`src/rtl/exti_pkg.sv`:
```
package exti_pkg;
    localparam int CTRL_W = 4;

    typedef struct packed {
        logic spare;      // bit 3: storage only
        logic pol_hi;     // bit 2: 0 = falling/low, 1 = rising/high
        logic both_edges; // bit 1: 1 = detect either edge
        logic tmr_en;     // bit 0: line gates companion timer
    } exti_ctrl_t;

    typedef enum logic {
        LVL_LOW,
        LVL_HIGH
    } line_state_e;

    typedef enum logic {
        FLG_CLEAR,
        FLG_PENDING
    } flag_state_e;
endpackage

```
`src/rtl/exti_sync.sv`:
```
module exti_sync #(
    parameter int STAGES = 2
) (
    input  logic clk,
    input  logic rst_n,
    input  logic d_i,
    output logic q_o
);
    localparam int LAST = STAGES - 1;

    logic [STAGES-1:0] chain_q;

    generate
        for (genvar g = 0; g < STAGES; g++) begin : g_stage
            if (g == 0) begin : g_first
                always_ff @(posedge clk or negedge rst_n) begin
                    if (!rst_n) chain_q[0] <= 1'b0;
                    else        chain_q[0] <= d_i;
                end
            end else begin : g_rest
                always_ff @(posedge clk or negedge rst_n) begin
                    if (!rst_n) chain_q[g] <= 1'b0;
                    else        chain_q[g] <= chain_q[g-1];
                end
            end
        end
    endgenerate

    assign q_o = chain_q[LAST];
endmodule

```
`src/rtl/exti_edge_fsm.sv`:
```
module exti_edge_fsm
    import exti_pkg::*;
(
    input  logic clk,
    input  logic rst_n,
    input  logic sample_i,
    output logic rise_o,
    output logic fall_o
);
    line_state_e state_q, state_d;

    always_ff @(posedge clk or negedge rst_n) begin
        if (!rst_n) state_q <= LVL_LOW;
        else        state_q <= state_d;
    end

    always_comb begin
        state_d = state_q;
        unique case (state_q)
            LVL_LOW:  if (sample_i)  state_d = LVL_HIGH; // RISE
            LVL_HIGH: if (!sample_i) state_d = LVL_LOW;  // FALL
            default:  state_d = LVL_LOW;
        endcase
    end

    always_comb begin
        rise_o = 1'b0;
        fall_o = 1'b0;
        unique case (state_q)
            LVL_LOW:  rise_o = sample_i;
            LVL_HIGH: fall_o = !sample_i;
            default: ;
        endcase
    end

    assert_rise_lands_high_R3: assert property (@(posedge clk) disable iff (!rst_n)
        rise_o |=> (state_q == LVL_HIGH));
    assert_fall_lands_low_R4: assert property (@(posedge clk) disable iff (!rst_n)
        fall_o |=> (state_q == LVL_LOW));
endmodule

```
`src/rtl/exti_ctrl_reg.sv`:
```
module exti_ctrl_reg
    import exti_pkg::*;
(
    input  logic              clk,
    input  logic              rst_n,
    input  logic              wr_en_i,
    input  logic [CTRL_W-1:0] wr_data_i,
    output exti_ctrl_t        ctrl_o,
    output logic              pol_flip_o,
    output logic              new_pol_o
);
    exti_ctrl_t ctrl_q;

    always_ff @(posedge clk or negedge rst_n) begin
        if (!rst_n)       ctrl_q <= '0;
        else if (wr_en_i) ctrl_q <= exti_ctrl_t'(wr_data_i);
    end

    assign ctrl_o     = ctrl_q;
    assign new_pol_o  = wr_data_i[2];
    assign pol_flip_o = wr_en_i && (wr_data_i[2] != ctrl_q.pol_hi);

    assert_write_loads_R2: assert property (@(posedge clk) disable iff (!rst_n)
        wr_en_i |=> (CTRL_W'(ctrl_o) == $past(wr_data_i)));
    assert_hold_no_write_R2: assert property (@(posedge clk) disable iff (!rst_n)
        !wr_en_i |=> $stable(ctrl_o));
endmodule

```
`src/rtl/exti_flag_fsm.sv`:
```
module exti_flag_fsm
    import exti_pkg::*;
(
    input  logic clk,
    input  logic rst_n,
    input  logic set_i,
    input  logic ack_i,
    output logic flag_o
);
    flag_state_e state_q, state_d;

    always_ff @(posedge clk or negedge rst_n) begin
        if (!rst_n) state_q <= FLG_CLEAR;
        else        state_q <= state_d;
    end

    always_comb begin
        state_d = state_q;
        unique case (state_q)
            FLG_CLEAR:   if (set_i)           state_d = FLG_PENDING; // SET
            FLG_PENDING: if (ack_i && !set_i) state_d = FLG_CLEAR;   // ACK
            default:     state_d = FLG_CLEAR;
        endcase
    end

    always_comb begin
        unique case (state_q)
            FLG_PENDING: flag_o = 1'b1;
            default:     flag_o = 1'b0;
        endcase
    end

    assert_event_sets_R6: assert property (@(posedge clk) disable iff (!rst_n)
        set_i |=> flag_o);
    assert_ack_clears_R6: assert property (@(posedge clk) disable iff (!rst_n)
        (ack_i && !set_i) |=> !flag_o);
    assert_flag_holds_R6: assert property (@(posedge clk) disable iff (!rst_n)
        (flag_o && !ack_i) |=> flag_o);
    assert_ack_race_keeps_R7: assert property (@(posedge clk) disable iff (!rst_n)
        (ack_i && set_i) |=> flag_o);
endmodule

```
`src/rtl/exti_edge_detector.sv`:
```
module exti_edge_detector
    import exti_pkg::*;
#(
    parameter int SYNC_STAGES = 2
) (
    input  logic              clk,
    input  logic              rst_n,
    input  logic              line_i,
    input  logic              wr_en_i,
    input  logic [CTRL_W-1:0] wr_data_i,
    output logic [CTRL_W-1:0] rd_data_o,
    input  logic              ack_i,
    output logic              ack_flag_o,
    output logic              req_o,
    output logic              level_o,
    output logic              tmr_gate_o
);
    logic       samp;
    logic       rise, fall;
    logic       pol_flip, new_pol;
    logic       edge_hit, pseudo_hit, set_evt;
    exti_ctrl_t ctrl;

    exti_sync #(.STAGES(SYNC_STAGES)) u_sync (
        .clk   (clk),
        .rst_n (rst_n),
        .d_i   (line_i),
        .q_o   (samp)
    );

    exti_edge_fsm u_edge (
        .clk      (clk),
        .rst_n    (rst_n),
        .sample_i (samp),
        .rise_o   (rise),
        .fall_o   (fall)
    );

    exti_ctrl_reg u_ctrl (
        .clk        (clk),
        .rst_n      (rst_n),
        .wr_en_i    (wr_en_i),
        .wr_data_i  (wr_data_i),
        .ctrl_o     (ctrl),
        .pol_flip_o (pol_flip),
        .new_pol_o  (new_pol)
    );

    always_comb begin
        if (ctrl.both_edges) edge_hit = rise | fall;
        else if (ctrl.pol_hi) edge_hit = rise;
        else                  edge_hit = fall;
    end

    assign pseudo_hit = pol_flip && (samp == new_pol);
    assign set_evt    = edge_hit | pseudo_hit;

    exti_flag_fsm u_flag (
        .clk    (clk),
        .rst_n  (rst_n),
        .set_i  (set_evt),
        .ack_i  (ack_i),
        .flag_o (req_o)
    );

    assign rd_data_o  = CTRL_W'(ctrl);
    assign level_o    = (samp == ctrl.pol_hi);
    assign tmr_gate_o = ctrl.tmr_en & level_o;
    assign ack_flag_o = ack_i & req_o;

    assert_pseudo_edge_R8: assert property (@(posedge clk) disable iff (!rst_n)
        (pol_flip && (samp == new_pol)) |=> req_o);
    assert_gate_off_R10: assert property (@(posedge clk) disable iff (!rst_n)
        (rd_data_o[0] == 1'b0) |-> !tmr_gate_o);
    assert_single_no_rise_R3: assert property (@(posedge clk) disable iff (!rst_n)
        (!req_o && rise && rd_data_o[2:1] == 2'b00 && !wr_en_i) |=> !req_o);
endmodule

```
`config.mk`:
```
export PLATFORM = sky130hd
export DESIGN_NAME = exti_edge_detector
export DESIGN_NICKNAME = d
export VERILOG_FILES = /design/src/rtl/exti_pkg.sv /design/src/rtl/exti_sync.sv /design/src/rtl/exti_edge_fsm.sv /design/src/rtl/exti_ctrl_reg.sv /design/src/rtl/exti_flag_fsm.sv /design/src/rtl/exti_edge_detector.sv
export SDC_FILE = /design/constraint.sdc
export NUM_CORES = 1
export LEC_CHECK = 0
export ABC_AREA = 1
export BUFFER_PORTS_ARGS = -buffer_cell sky130_fd_sc_hd__buf_2
export CAP_MARGIN = 25
export CELL_PAD_IN_SITES_DETAIL_PLACEMENT = 0
export CELL_PAD_IN_SITES_GLOBAL_PLACEMENT = 1
export CORE_AREA = 2 2 39 41
export CTS_CLUSTER_DIAMETER = 120
export DETAILED_ROUTE_END_ITERATION = 7
export DIE_AREA = 0 0 41 43
export PLACE_DENSITY_LB_ADDON = 0.1
export RECOVER_POWER = 100
export SETUP_SLACK_MARGIN = 0.02
export SLEW_MARGIN = 20
export SYNTH_ARGS = -nofsm -noshare
export SYNTH_HDL_FRONTEND = slang
export SYNTH_SLANG_ARGS = --single-unit
```
`constraint.sdc`:
```
create_clock -name clk -period 3.5 [get_ports clk]
set_clock_uncertainty 0.15 [all_clocks]
set_input_delay 0.175 -clock clk [delete_from_list [all_inputs] [get_ports clk]]
set_output_delay 0.175 -clock clk [all_outputs]
set_load 0.1 [all_outputs]
```
[After elaboration in Yosys (flattened, before gate mapping)]
Cells that the tools add are included.
Storage, ports and cells
  register bits: 8
  input port bits: 9
  output and inout bits: 8
  word-level logic and storage cells: 30
Cells by class
  eq/ne operators: 3
  multiplexer cells: 9
  bitwise logic cells: 5
  reductions and logical operators: 5
Operator list (count)
  1-bit 2-to-1 mux: 8
  1-bit logical AND: 3
  1-bit bitwise AND: 2
  1-bit equality test: 2
  1-bit zero test: 2
  1-bit OR: 2
  1-bit one-hot mux with 2 select lines: 1
  1-bit inequality test: 1
  1-bit inverter: 1

[Longest topological paths before layout]
  word-level depth: 9
  mapped depth: 7
  depth with buffers taken out: 7

[By module]
From an unflattened synthesis, not the netlist that was laid out.
Unflattened totals
  cells, all modules: 49
  area, all modules: 391.6 µm²
By module, submodules not included
  exti_ctrl_reg: instances 1, cells an instance 22, area an instance 188.9 µm², sequential area each 100.1 µm²
  exti_edge_detector: instances 1, cells an instance 15, area an instance 72.6 µm², sequential area each 0.0 µm²
  exti_sync: instances 1, cells an instance 2, area an instance 50.0 µm², sequential area each 50.0 µm²
  exti_edge_fsm: instances 1, cells an instance 5, area an instance 40.0 µm², sequential area each 25.0 µm²
  exti_flag_fsm: instances 1, cells an instance 5, area an instance 40.0 µm², sequential area each 25.0 µm²

[Worst setup path before layout]
OpenSTA, ideal clock, no wires.
  path type: reg2out
  start: register u_ctrl.ctrl_q (netlist bit u_ctrl.ctrl_o[2])
  end: output port tmr_gate_o
  data arrival time: 3226 ps
  required time: 3175 ps
  setup slack: -51 ps
  cell stages (with the launch flop): 5
  buffers on the path: 0
  cells stage by stage: dfrtp_1 -> inv_2 -> nand2_1 -> inv_1 -> nor3_1
Between the ends
  longest elaborated chain between the ends: 2
RTL lines
  from (decl): RTL line exti_ctrl_reg.sv:12  | exti_ctrl_t ctrl_q;
  from (signal assigned): RTL line exti_ctrl_reg.sv:16  | else if (wr_en_i) ctrl_q <= exti_ctrl_t'(wr_data_i);
  1-bit equality test: RTL line exti_edge_detector.sv:67  | assign level_o = (samp == ctrl.pol_hi);
  1-bit bitwise AND: RTL line exti_edge_detector.sv:68  | assign tmr_gate_o = ctrl.tmr_en & level_o;
  to (decl): RTL line exti_edge_detector.sv:16  | output logic tmr_gate_o
Every way passes these cells.

[Worst setup path after layout]
Ends and elaborated chain as after synthesis.

==> flow_summary.ini <==
[hold_path]
min_path_type = in -> reg

[finish]
layout-drive-gt1-share_pct = 17.9
fill_cells = 152
register_area_sq_um = 200
multi_input_comb_area_sq_um = 134
num_antenna_cells = 0
syn2layout_area_growth_pct = 39.3
layout_net_count = 80

[drt]
postRouteAntennaNets = 0
drt_pass1_iterations = 3
route.detailed.drc = 0
routed_wire_length_per_instance_um = 9.06
viasPerCell = 4.00
via_count = 332
wl_um = 752
detail_route.iter0.violations = 4

[pwr]
power_per_cell_area_mw_per_mm2 = 538
ir_drop_uv = 186
cellLeakagePower_nw = 0.287

[yosys]
synth-seq-area-share_pct = 51.9
synth-seq-cells = 8
netlist-cell-type-count = 13
syn_avg_cell_area_sq_um = 8.76
netlist_area_sq_um = 385
ys.warnings.count = 0
synth_nets = 55
instance_count_of_the_mapped_netlist = 44

[grt]
grt.overflow.total = 0
first_global_vias = 316
grt_pass1_wl_um = 1220
global_routing_usage_summed_across_all_routing_layers_pct = 10.6
grt_antenna_before_repair = 0
grt_start_max_net_pins = 9

[sta]
slew_viol_final = 0
final_min_period_over_clock_period_pct = 61.9
tightestPinTransition_ps = 1180
setup_viol = 0
max_freq_mhz = 462
rsz0062_at_grt = false
slew_headroom_pct = 21.9
totalNegativeSetupSlack_ps = 0
fin_worst_hold_slack_ps = 28.0
fin_crit_ps = 2170
report.final.hold_viol_count = 0

[place]
io_buffers = 16
globalplace.congestion = 0.627
detailedPlacementHpwl_um = 580

[worst_setup_path]
cp-start-kind = flip-flop
endpoint_kind = primary output
timing.critical_path.required_ps = 3170
arrival_ps = 1840
worstSetupPathType = reg -> out
worstPathMaxFanout = 4

[die]
num_rows = 14
core_area_sq_mm = 0.00138
die_height_um = 43
die_area_sq_mm = 0.00176
initial_cell_density_of_the_core_pct = 27.8
chipWidth_um = 41
io_pins = 17

[clock_tree]
clk_latency_ps = 250
cts.path.max_buffers = 2
clock_root_cell = sky130_fd_sc_hd__clkbuf_4
clk_transition_reported_paths_ps = 50
deepest_level_of_the_cts_h_tree = 1
cts_tree = built
clock_sink_count = 8
cts_resized = 0
cts_made_buffers = 3

[run_status]
run_status = completed

[flow_run]
drv_cap = 0
## synthesized netlist by cell type (all sizes together)
cell type   n  area (sq um)
inv        11          41.3
nand2      10          37.5
dfrtp       8           200
nor2        4          17.5
o21ai       3          15.0
ha          2          25.0
nand3       2          10.0
buf         1          11.3
mux2        1          15.0
nand3b      1          7.51
nor3        1          5.00
## metrics by stage
stage	std cells	cell area, sq um	total power [mW]	worst slack, ps	utilization, %
2_1_floorplan	44	390	0.203	712	-
3_3_place_gp	75	479	0.222	2060	34.6
3_5_place_dp	75	479	0.223	2060	34.6
4_1_cts	83	552	0.299	1780	39.9
5_1_grt	83	537	0.305	1190	38.8
6_report	83	537	0.289	1330	38.8
## logic make-up after synthesis
group / count (synthesis) / share of synthesized area, %
mux: 1 / 3.89
simple gates: 18 / 20.1
compound gates: 3 / 3.89
buf+inv: 12 / 13.6
flops: 8 / 51.9
fa+ha+maj: 2 / 6.49
## critical path, cell delays in order, from the launching register on
cell and delay (ps):
sky130_fd_sc_hd__dfrtp_1 390, sky130_fd_sc_hd__inv_1 120, sky130_fd_sc_hd__nor2_2 70, sky130_fd_sc_hd__nor3_2 140, sky130_fd_sc_hd__clkbuf_1 870
## where the power goes
group	switching [mW]	leakage, nW	internal, mW
clock network	0.0300	0.0138	0.0392
registers	0.00516	0.0940	0.101
logic	0.0953	0.179	0.0185
total	0.130	0.287	0.158
## path summary, 6_finish.rpt
path	start	to	slack, ps	depth (start not counted)
hold / removal	wr_data_i[2]	u_ctrl.ctrl_o[2]	30	3
min in group asynchronous	rst_n	u_sync.chain_q[0]	220	2
setup reg to reg	u_sync.q_o	u_flag.state_q	2180	7
setup / recovery	u_ctrl.ctrl_o[2]	tmr_gate_o	1330	4
hold reg to reg	u_sync.chain_q[0]	u_sync.q_o	200	0
max in group asynchronous	rst_n	u_flag.state_q	2670	2
## cells in the final DEF (no fill, tap or decap), types with 3 or more instances in the layout
cell type and count:
sky130_fd_sc_hd__o21ai_0 3, sky130_fd_sc_hd__buf_2 7, sky130_fd_sc_hd__nor2_1 3, sky130_fd_sc_hd__clkbuf_4 3, sky130_fd_sc_hd__nand2_1 10, sky130_fd_sc_hd__dlygate4sd3_1 5
sky130_fd_sc_hd__clkbuf_1 9, sky130_fd_sc_hd__inv_1 11, sky130_fd_sc_hd__dfrtp_1 8
## layout make-up
class	instances	area share [%]
clock buffer	3	4.20
inverter	11	7.69
multi-input combinational	24	24.9
sequential	8	37.3
tap	16	3.73
timing repair buffer	21	22.1
## what timing repair did
action	in CTS	in global routing
buffers inserted	0	0
hold buffers	5	0
hold endpoints to repair	12	0
## sequential cells by signal, indices dropped and copies added (netlist names)
signal and flops:
u_flag.state_q 1, u_sync.chain_q 1, u_sync.q_o 1, u_ctrl.ctrl_o 4
u_edge.state_q 1
## routing by layer
metal / part of all wire [%] / wire length (um) / track usage, % / up-vias
li1: - / - / - / 175
met1: 46 / 345 / 13.7 / 146
met2: 49 / 367 / 15.0 / 11
met3: 5.3 / 40 / 1.57 / 0
met4: 0 / 0 / 8.00 / 0
met5: 0 / 0 / 0 / -
(Power assumes the default switching activity.)
